===== src/rtl/npc_pkg.sv =====
// Package: shared widths and the next-address source selector.
// Assumes byte addresses with word-aligned instructions (two zero low bits).
package npc_pkg;
    localparam int ADDR_W  = 32;
    localparam int OFF_W   = 16;
    localparam int JFLD_W  = 26;
    localparam int DATA_W  = 32;
    localparam int ALIGN_W = 2;
    localparam int WORD_W  = ADDR_W - ALIGN_W;
    localparam int REGION_W = WORD_W - JFLD_W;

    typedef enum logic [1:0] {
        SRC_SEQ    = 2'd0,
        SRC_BRANCH = 2'd1,
        SRC_JUMP   = 2'd2
    } npc_src_e;
endpackage


===== src/rtl/npc_target_gen.sv =====
// Target generator: forms branch and jump word addresses from the incremented PC.
// Assumes pc_inc is word aligned; its low bits are ignored.
module npc_target_gen
    import npc_pkg::*;
#(
    parameter int P_ADDR_W = ADDR_W,
    parameter int P_OFF_W  = OFF_W,
    parameter int P_JFLD_W = JFLD_W
) (
    input  logic [P_ADDR_W-1:0] pc_inc,
    input  logic [P_OFF_W-1:0]  br_off,
    input  logic [P_JFLD_W-1:0] jmp_field,
    output logic [P_ADDR_W-1:0] seq_addr,
    output logic [P_ADDR_W-1:0] br_addr,
    output logic [P_ADDR_W-1:0] jmp_addr
);
    localparam int LW = P_ADDR_W - ALIGN_W;
    localparam int RW = LW - P_JFLD_W;

    logic [LW-1:0] seq_word;
    logic [LW-1:0] off_word;
    logic [LW-1:0] br_word;

    // Word-address arithmetic: sign-extend the displacement and add.
    always_comb begin
        seq_word = pc_inc[P_ADDR_W-1:ALIGN_W];
        off_word = {{(LW-P_OFF_W){br_off[P_OFF_W-1]}}, br_off};
        br_word  = seq_word + off_word;
    end

    // Re-append the alignment zeros and build the region-relative jump target.
    always_comb begin
        seq_addr = {seq_word, {ALIGN_W{1'b0}}};
        br_addr  = {br_word, {ALIGN_W{1'b0}}};
        jmp_addr = {seq_word[LW-1 -: RW], jmp_field, {ALIGN_W{1'b0}}};
    end
endmodule


===== src/rtl/npc_compare.sv =====
// Equality comparator: reduces the two forwarded operands to one equal flag.
// Assumes the operands are already resolved by the forwarding logic.
module npc_compare
    import npc_pkg::*;
#(
    parameter int P_DATA_W = DATA_W
) (
    input  logic [P_DATA_W-1:0] opnd_a,
    input  logic [P_DATA_W-1:0] opnd_b,
    output logic                equal
);
    logic [P_DATA_W-1:0] diff_bits;

    // Per-bit difference, then an OR reduction.
    always_comb begin
        diff_bits = opnd_a ^ opnd_b;
        equal     = ~|diff_bits;
    end
endmodule


===== src/rtl/npc_select.sv =====
// Selector: decides the next-address source by priority and drives the mux.
// Assumes jump outranks equal-branch, which outranks not-equal-branch.
module npc_select
    import npc_pkg::*;
#(
    parameter int P_ADDR_W = ADDR_W
) (
    input  logic                is_beq,
    input  logic                is_bne,
    input  logic                is_jmp,
    input  logic                equal,
    input  logic [P_ADDR_W-1:0] seq_addr,
    input  logic [P_ADDR_W-1:0] br_addr,
    input  logic [P_ADDR_W-1:0] jmp_addr,
    output logic [P_ADDR_W-1:0] next_pc,
    output logic                redirect
);
    npc_src_e src;

    // Priority decision among jump and the two branch kinds.
    always_comb begin
        if (is_jmp)                src = SRC_JUMP;
        else if (is_beq)           src = equal  ? SRC_BRANCH : SRC_SEQ;
        else if (is_bne)           src = !equal ? SRC_BRANCH : SRC_SEQ;
        else                       src = SRC_SEQ;
    end

    // Address mux and redirect strobe from the chosen source.
    always_comb begin
        unique case (src)
            SRC_JUMP:   next_pc = jmp_addr;
            SRC_BRANCH: next_pc = br_addr;
            default:    next_pc = seq_addr;
        endcase
        redirect = (src != SRC_SEQ);
    end
endmodule


===== src/rtl/npc_decode_resolve.sv =====
// Top: decode-stage next-address resolver with early branch compare.
// Combinational; the fetch stage registers next_pc and uses redirect_flush
// to clear its fetch/decode register in the same cycle.
module npc_decode_resolve
    import npc_pkg::*;
#(
    parameter int P_ADDR_W = ADDR_W,
    parameter int P_OFF_W  = OFF_W,
    parameter int P_JFLD_W = JFLD_W,
    parameter int P_DATA_W = DATA_W
) (
    input  logic [P_ADDR_W-1:0] pc_inc,
    input  logic [P_OFF_W-1:0]  br_off,
    input  logic [P_JFLD_W-1:0] jmp_field,
    input  logic                is_beq,
    input  logic                is_bne,
    input  logic                is_jmp,
    input  logic [P_DATA_W-1:0] opnd_a,
    input  logic [P_DATA_W-1:0] opnd_b,
    output logic [P_ADDR_W-1:0] next_pc,
    output logic                redirect_flush
);
    logic [P_ADDR_W-1:0] seq_addr;
    logic [P_ADDR_W-1:0] br_addr;
    logic [P_ADDR_W-1:0] jmp_addr;
    logic                equal;

    npc_target_gen #(
        .P_ADDR_W(P_ADDR_W), .P_OFF_W(P_OFF_W), .P_JFLD_W(P_JFLD_W)
    ) u_tgt (
        .pc_inc(pc_inc), .br_off(br_off), .jmp_field(jmp_field),
        .seq_addr(seq_addr), .br_addr(br_addr), .jmp_addr(jmp_addr)
    );

    npc_compare #(.P_DATA_W(P_DATA_W)) u_cmp (
        .opnd_a(opnd_a), .opnd_b(opnd_b), .equal(equal)
    );

    npc_select #(.P_ADDR_W(P_ADDR_W)) u_sel (
        .is_beq(is_beq), .is_bne(is_bne), .is_jmp(is_jmp), .equal(equal),
        .seq_addr(seq_addr), .br_addr(br_addr), .jmp_addr(jmp_addr),
        .next_pc(next_pc), .redirect(redirect_flush)
    );
endmodule


===== config.mk =====
export PLATFORM = sky130hd
export DESIGN_NAME = npc_decode_resolve
export DESIGN_NICKNAME = d
export VERILOG_FILES = /design/src/rtl/npc_pkg.sv /design/src/rtl/npc_target_gen.sv /design/src/rtl/npc_compare.sv /design/src/rtl/npc_select.sv /design/src/rtl/npc_decode_resolve.sv
export SDC_FILE = /design/constraint.sdc
export NUM_CORES = 1
export LEC_CHECK = 0
export BUFFER_PORTS_ARGS = -buffer_cell sky130_fd_sc_hd__buf_2
export CORE_AREA = 2 2 84 86
export DETAILED_ROUTE_END_ITERATION = 12
export DIE_AREA = 0 0 86 88
export PLACE_DENSITY = 0.79
export SETUP_SLACK_MARGIN = 0.15
export SLEW_MARGIN = 20
export SYNTH_ARGS = -nofsm -noshare
export SYNTH_HDL_FRONTEND = slang
export SYNTH_SLANG_ARGS = --single-unit

===== constraint.sdc =====
create_clock -name vclk -period 2.5
set_clock_uncertainty 0.2 [all_clocks]
set_input_delay 0.25 -clock vclk [all_inputs]
set_output_delay 0.25 -clock vclk [all_outputs]
set_load 0.01 [all_outputs]

=== Yosys cells after proc, flatten, opt, wreduce, memory -nomap -nowiden ===
Cells that the tools add are included.

* Register bits after elaboration: 0
* Input port bits: 141
* Output and inout port bits: 33
* Word-level logic and storage cells: 12

* $add $sub $neg: 1
* Eq/ne operators: 2
* Mux-type cells: 6
* Bitwise gates (word level): 1
* Reduce and logical (&&, ||, !) cells: 2

{| class="wikitable"
|+ Operators by type and width
! cell !! count
|-
| one-hot mux 32 bit (2 select lines) || 1
|-
| OR reduction 32 bit || 1
|-
| bitwise XOR 32 bit || 1
|-
| adder 30 bit || 1
|-
| 2-to-1 mux 2 bit || 3
|-
| equality test 2 x 1 -> 1 bit (second input constant) || 1
|-
| equality test 2 bit (second input constant) || 1
|-
| 2-to-1 mux 1 bit || 2
|-
| nonzero test 2 bit || 1
|}

=== Logic depth before layout (Yosys ltp) ===
* Depth in word-level cells: 8
* Mapped depth: 11

=== Modules after synthesis ===
Synthesis repeated with hierarchy kept, for this count alone.

* Cell total of the unflattened synthesis: 488
* Area, all modules: 3,295.7 um^2

{| class="wikitable"
|+ By module, submodules not included
! module !! instances !! cells each !! area an instance (um^2) !! seq. area each (um^2)
|-
| npc_target_gen || 1 || 292 || 2,090.8 || 0.0
|-
| npc_select || 1 || 153 || 858.3 || 0.0
|-
| npc_compare || 1 || 43 || 346.6 || 0.0
|}

=== Worst setup path after synthesis ===
Ideal clock, no wire load.

* Path kind: input port to output port
* From: in pc_inc[2]
* To: out next_pc[20]
* Arrival: 2.429 ns
* Setup slack: -0.379 ns
* Stages: 11
* Path through: ha_1 inv_1 fa_1 nor2b_1 o31a_1 nand3_1 nand3_1 a2111oi_1 nor3b_1 or3b_1 a2bb2oi_1

* Cells in the longest elaborated chain, start to end: 2

{| class="wikitable"
|+ RTL lines
! element !! RTL line !! text
|-
| start, declared || npc_decode_resolve.sv:12 || <nowiki>input logic [P_ADDR_W-1:0] pc_inc,</nowiki>
|-
| adder 30 bit || npc_target_gen.sv:28 || <nowiki>br_word = seq_word + off_word;</nowiki>
|-
| one-hot mux 32 bit (2 select lines) || npc_select.sv:30 || <nowiki>unique case (src)</nowiki>
|-
| end, declared || npc_decode_resolve.sv:20 || <nowiki>output logic [P_ADDR_W-1:0] next_pc,</nowiki>
|}

No other way between the ends.

=== Final worst setup path ===
Ends and elaborated chain as after synthesis.

==> flow_metrics.py <==
metrics = {
    "run_status": {
        "status": "complete, but fails checks",
        "violations": "setup timing",
    },
    "die": {
        "fp.dieH_um": 88,
        "fp-row-count": 30,
        "initial_core_util": 0.394,
        "core_um2": 6640,
        "dieArea_um2": 7570,
        "dieWidth_um": 86,
        "pin_count": 174,
    },
    "job": {
        "cap_violations": 0,
    },
    "place": {
        "dp_hpwl_mm": 8.91,
        "place_congestion": 0.907,
        "dp.cells": 728,
        "io_buffers": 170,
    },
    "worst_setup_path": {
        "startpoint": "pc_inc[2]",
        "crit_type": "input port to output pin",
        "critPathLaunchType": "input port",
        "path_max_fanout": 3,
        "required_ns": 2.05,
        "critPathCaptureType": "output pin",
        "arrival_ns": 2.66,
    },
    "timing": {
        "rsz0062_at_grt": "yes",
        "hold_viol": 0,
        "final-setup-viol-count": 31,
        "maxSlewHeadroom": 0.649,
        "fin_ws_ns": -0.608,
        "min_period_ns": 3.11,
        "report.final.slew_viol_count": 0,
        "tns_ns": -11.15,
        "finalCritPeriodShare": 1.24,
        "max_clock_freq_ghz": 0.322,
        "worstMarginPinSlew_ns": 0.523,
    },
    "synth": {
        "synth_area_per_cell_um2": 6.62,
        "synthCells": 395,
        "syn-cell-area_um2": 2620,
        "synth_warnings": 0,
        "netlist.area_leader.share": 0.139,
        "seq_area_frac_synth": 0,
        "yosys.cell_types.count": 53,
        "synth.largest_area_cell": "ha_1",
        "synth_area_leaders": "ha_1 (14%), xor2_1 (13%), a21oi_1 (6.3%)",
    },
    "global_route": {
        "grt_pass1_vias": 4407,
        "grt_pass1_wl_mm": 19.9,
        "grt-ovfl-total": 0,
        "grt_antenna_before_repair": 0,
        "grt_usage": 0.322,
        "grt_max_degree": 25,
    },
    "route": {
        "first_iter_violations": 451,
        "wl_per_cell_um": 20.8,
        "ant_nets": 0,
        "via_per_inst": 6.21,
        "wl_mm": 15.9,
        "num_vias": 4741,
        "drc": 0,
        "drtPass1Iterations": 6,
    },
    "layout": {
        "utilization": 0.862,
        "flops_and_latches": 0,
        "final_nets": 855,
        "regArea_um2": 0,
        "area_growth_pct": 119,
        "drive_gt1_frac": 0.625,
        "mostFrequentLayoutCell": "buf_2",
        "nClkBuffers": 0,
        "layoutNonFillerInstCount": 764,
        "layout_common_cells": "buf_2 (145), buf_4 (107), buf_6 (42)",
    },
    "pwr": {
        "p_int_uw": 715,
        "p_total_mw": 1.41,
        "vdd_drop_max_mv": 0.125,
        "combPwrFrac": 1.000,
        "seqPwrFrac": 0,
        "p_clk_frac": 0,
        "leakagePower_nw": 2.70,
        "switching_share": 0.493,
        "p_switching_uw": 695,
        "power_density_nw_per_um2": 246,
    },
    "min_path": {
        "min_path_cells": 3,
        "hp-start": "jmp_field[16]",
        "min_path_type": "input port to output pin",
        "holdPathEnd": "next_pc[18]",
    },
    "clocking": {
        "hold_buffers": 0,
    },
}
==> synthesized netlist by cell type (2+ instances only) <==
library cell and count:
buf_6 2, nor3b_1 6, a21o_1 13, o21ai_0 29, a31oi_1 6, nand3_1 15
ha_1 29, inv_1 20, and3_1 6, nor4_1 11, nor2b_1 4, buf_2 3
o211ai_1 8, buf_4 2, nor2_1 25, a2111oi_0 2, nor3_1 11, o21a_1 11
o31ai_1 2, mux2_2 2, xnor2_1 5, and2_1 4, mux2i_1 6, nor4b_1 4
a211oi_1 13, nand4_1 6, o21bai_1 4, a21oi_1 33, o2111ai_1 2, or3_1 2
o31a_1 2, xor2_1 39, nand2b_1 3, clkbuf_1 13, nand2_1 33, a221o_1 2
==> metal layers <==
layer | up-vias | wire [um] | GRT usage
met2 | 409 | 7800 | 0.631
met4 | 0 | 1300 | 0.163
li1 | 2062 | - | -
met1 | 2140 | 5340 | 0.340
met3 | 130 | 1460 | 0.0302
met5 | - | 0 | 0
==> worst max-delay path by stage <==
stage,cells past startpoint,slack [ns],end
detailed placement,13,-0.49,next_pc[28]
global route,13,-0.69,next_pc[20]
finish,13,-0.61,next_pc[20]
CTS,13,-0.39,next_pc[20]
global placement,13,-0.48,next_pc[28]
floorplan,11,-0.15,next_pc[28]
==> stage by stage <==
| step | worst slack (ns) | hold WS (ns) | instance area, um^2 |
|---|---|---|---|
| 6_report | -0.608 | 0.584 | 5730 |
| 5_1_grt | -0.686 | 0.593 | 5720 |
| 4_1_cts | -0.386 | 0.584 | 5210 |
| 3_5_place_dp | -0.491 | 0.581 | 4630 |
| 3_3_place_gp | -0.477 | 0.578 | 4630 |
| 2_1_floorplan | -0.152 | 0.402 | 3050 |
==> power by group through the flow <==
stage / clock network (mW) / registers (mW) / logic [mW]
3_5_place_dp: 0 / 0 / 1.01
3_3_place_gp: 0 / 0 / 0.988
5_1_grt: 0 / 0 / 1.47
2_1_floorplan: 0 / 0 / 0.560
6_report: 0.000000107 / 0 / 1.41
4_1_cts: 0 / 0 / 1.16
==> logic make-up (layout without fill, tap and decap cells) <==
family          count (synthesis)  count (layout)  share of synthesized area
compound gates                138             138                      0.345
simple gates                  134             134                      0.261
xor+xnor                       44              44                      0.147
buf+inv                        40             326                     0.0674
fa+ha+maj                      30              30                      0.146
mux                             8               8                     0.0316
other cells                     1               4                    0.00143
==> final cells by class <==
type                       count  area [um^2]
antenna                        2         5.00
fill                         327          918
inverter                      20         75.1
multi-input combinational    356         3300
tap                           80          100
timing repair buffer         306         2250
==> worst max-delay path, stage by stage <==
cell and delay (ns):
buf_8 0.10, ha_4 0.15, inv_2 0.05, fa_2 0.21, nor2b_2 0.05, o31a_1 0.33, nand3_2 0.13, nand3_4 0.11
a2111oi_4 0.49, nor3b_2 0.09, or3b_1 0.41, a2bb2oi_2 0.13, buf_2 0.14
==> timing repair <==
action | 4_1_cts | 5_1_grt
buffers inserted | 17 | 12
pin swaps | 32 | 38
gates resized for setup | 91 | 60
endpoints found under the setup margin | 31 | 31
cloned | 1 | 4
No activity file was read; power rests on OpenSTA's default activity.
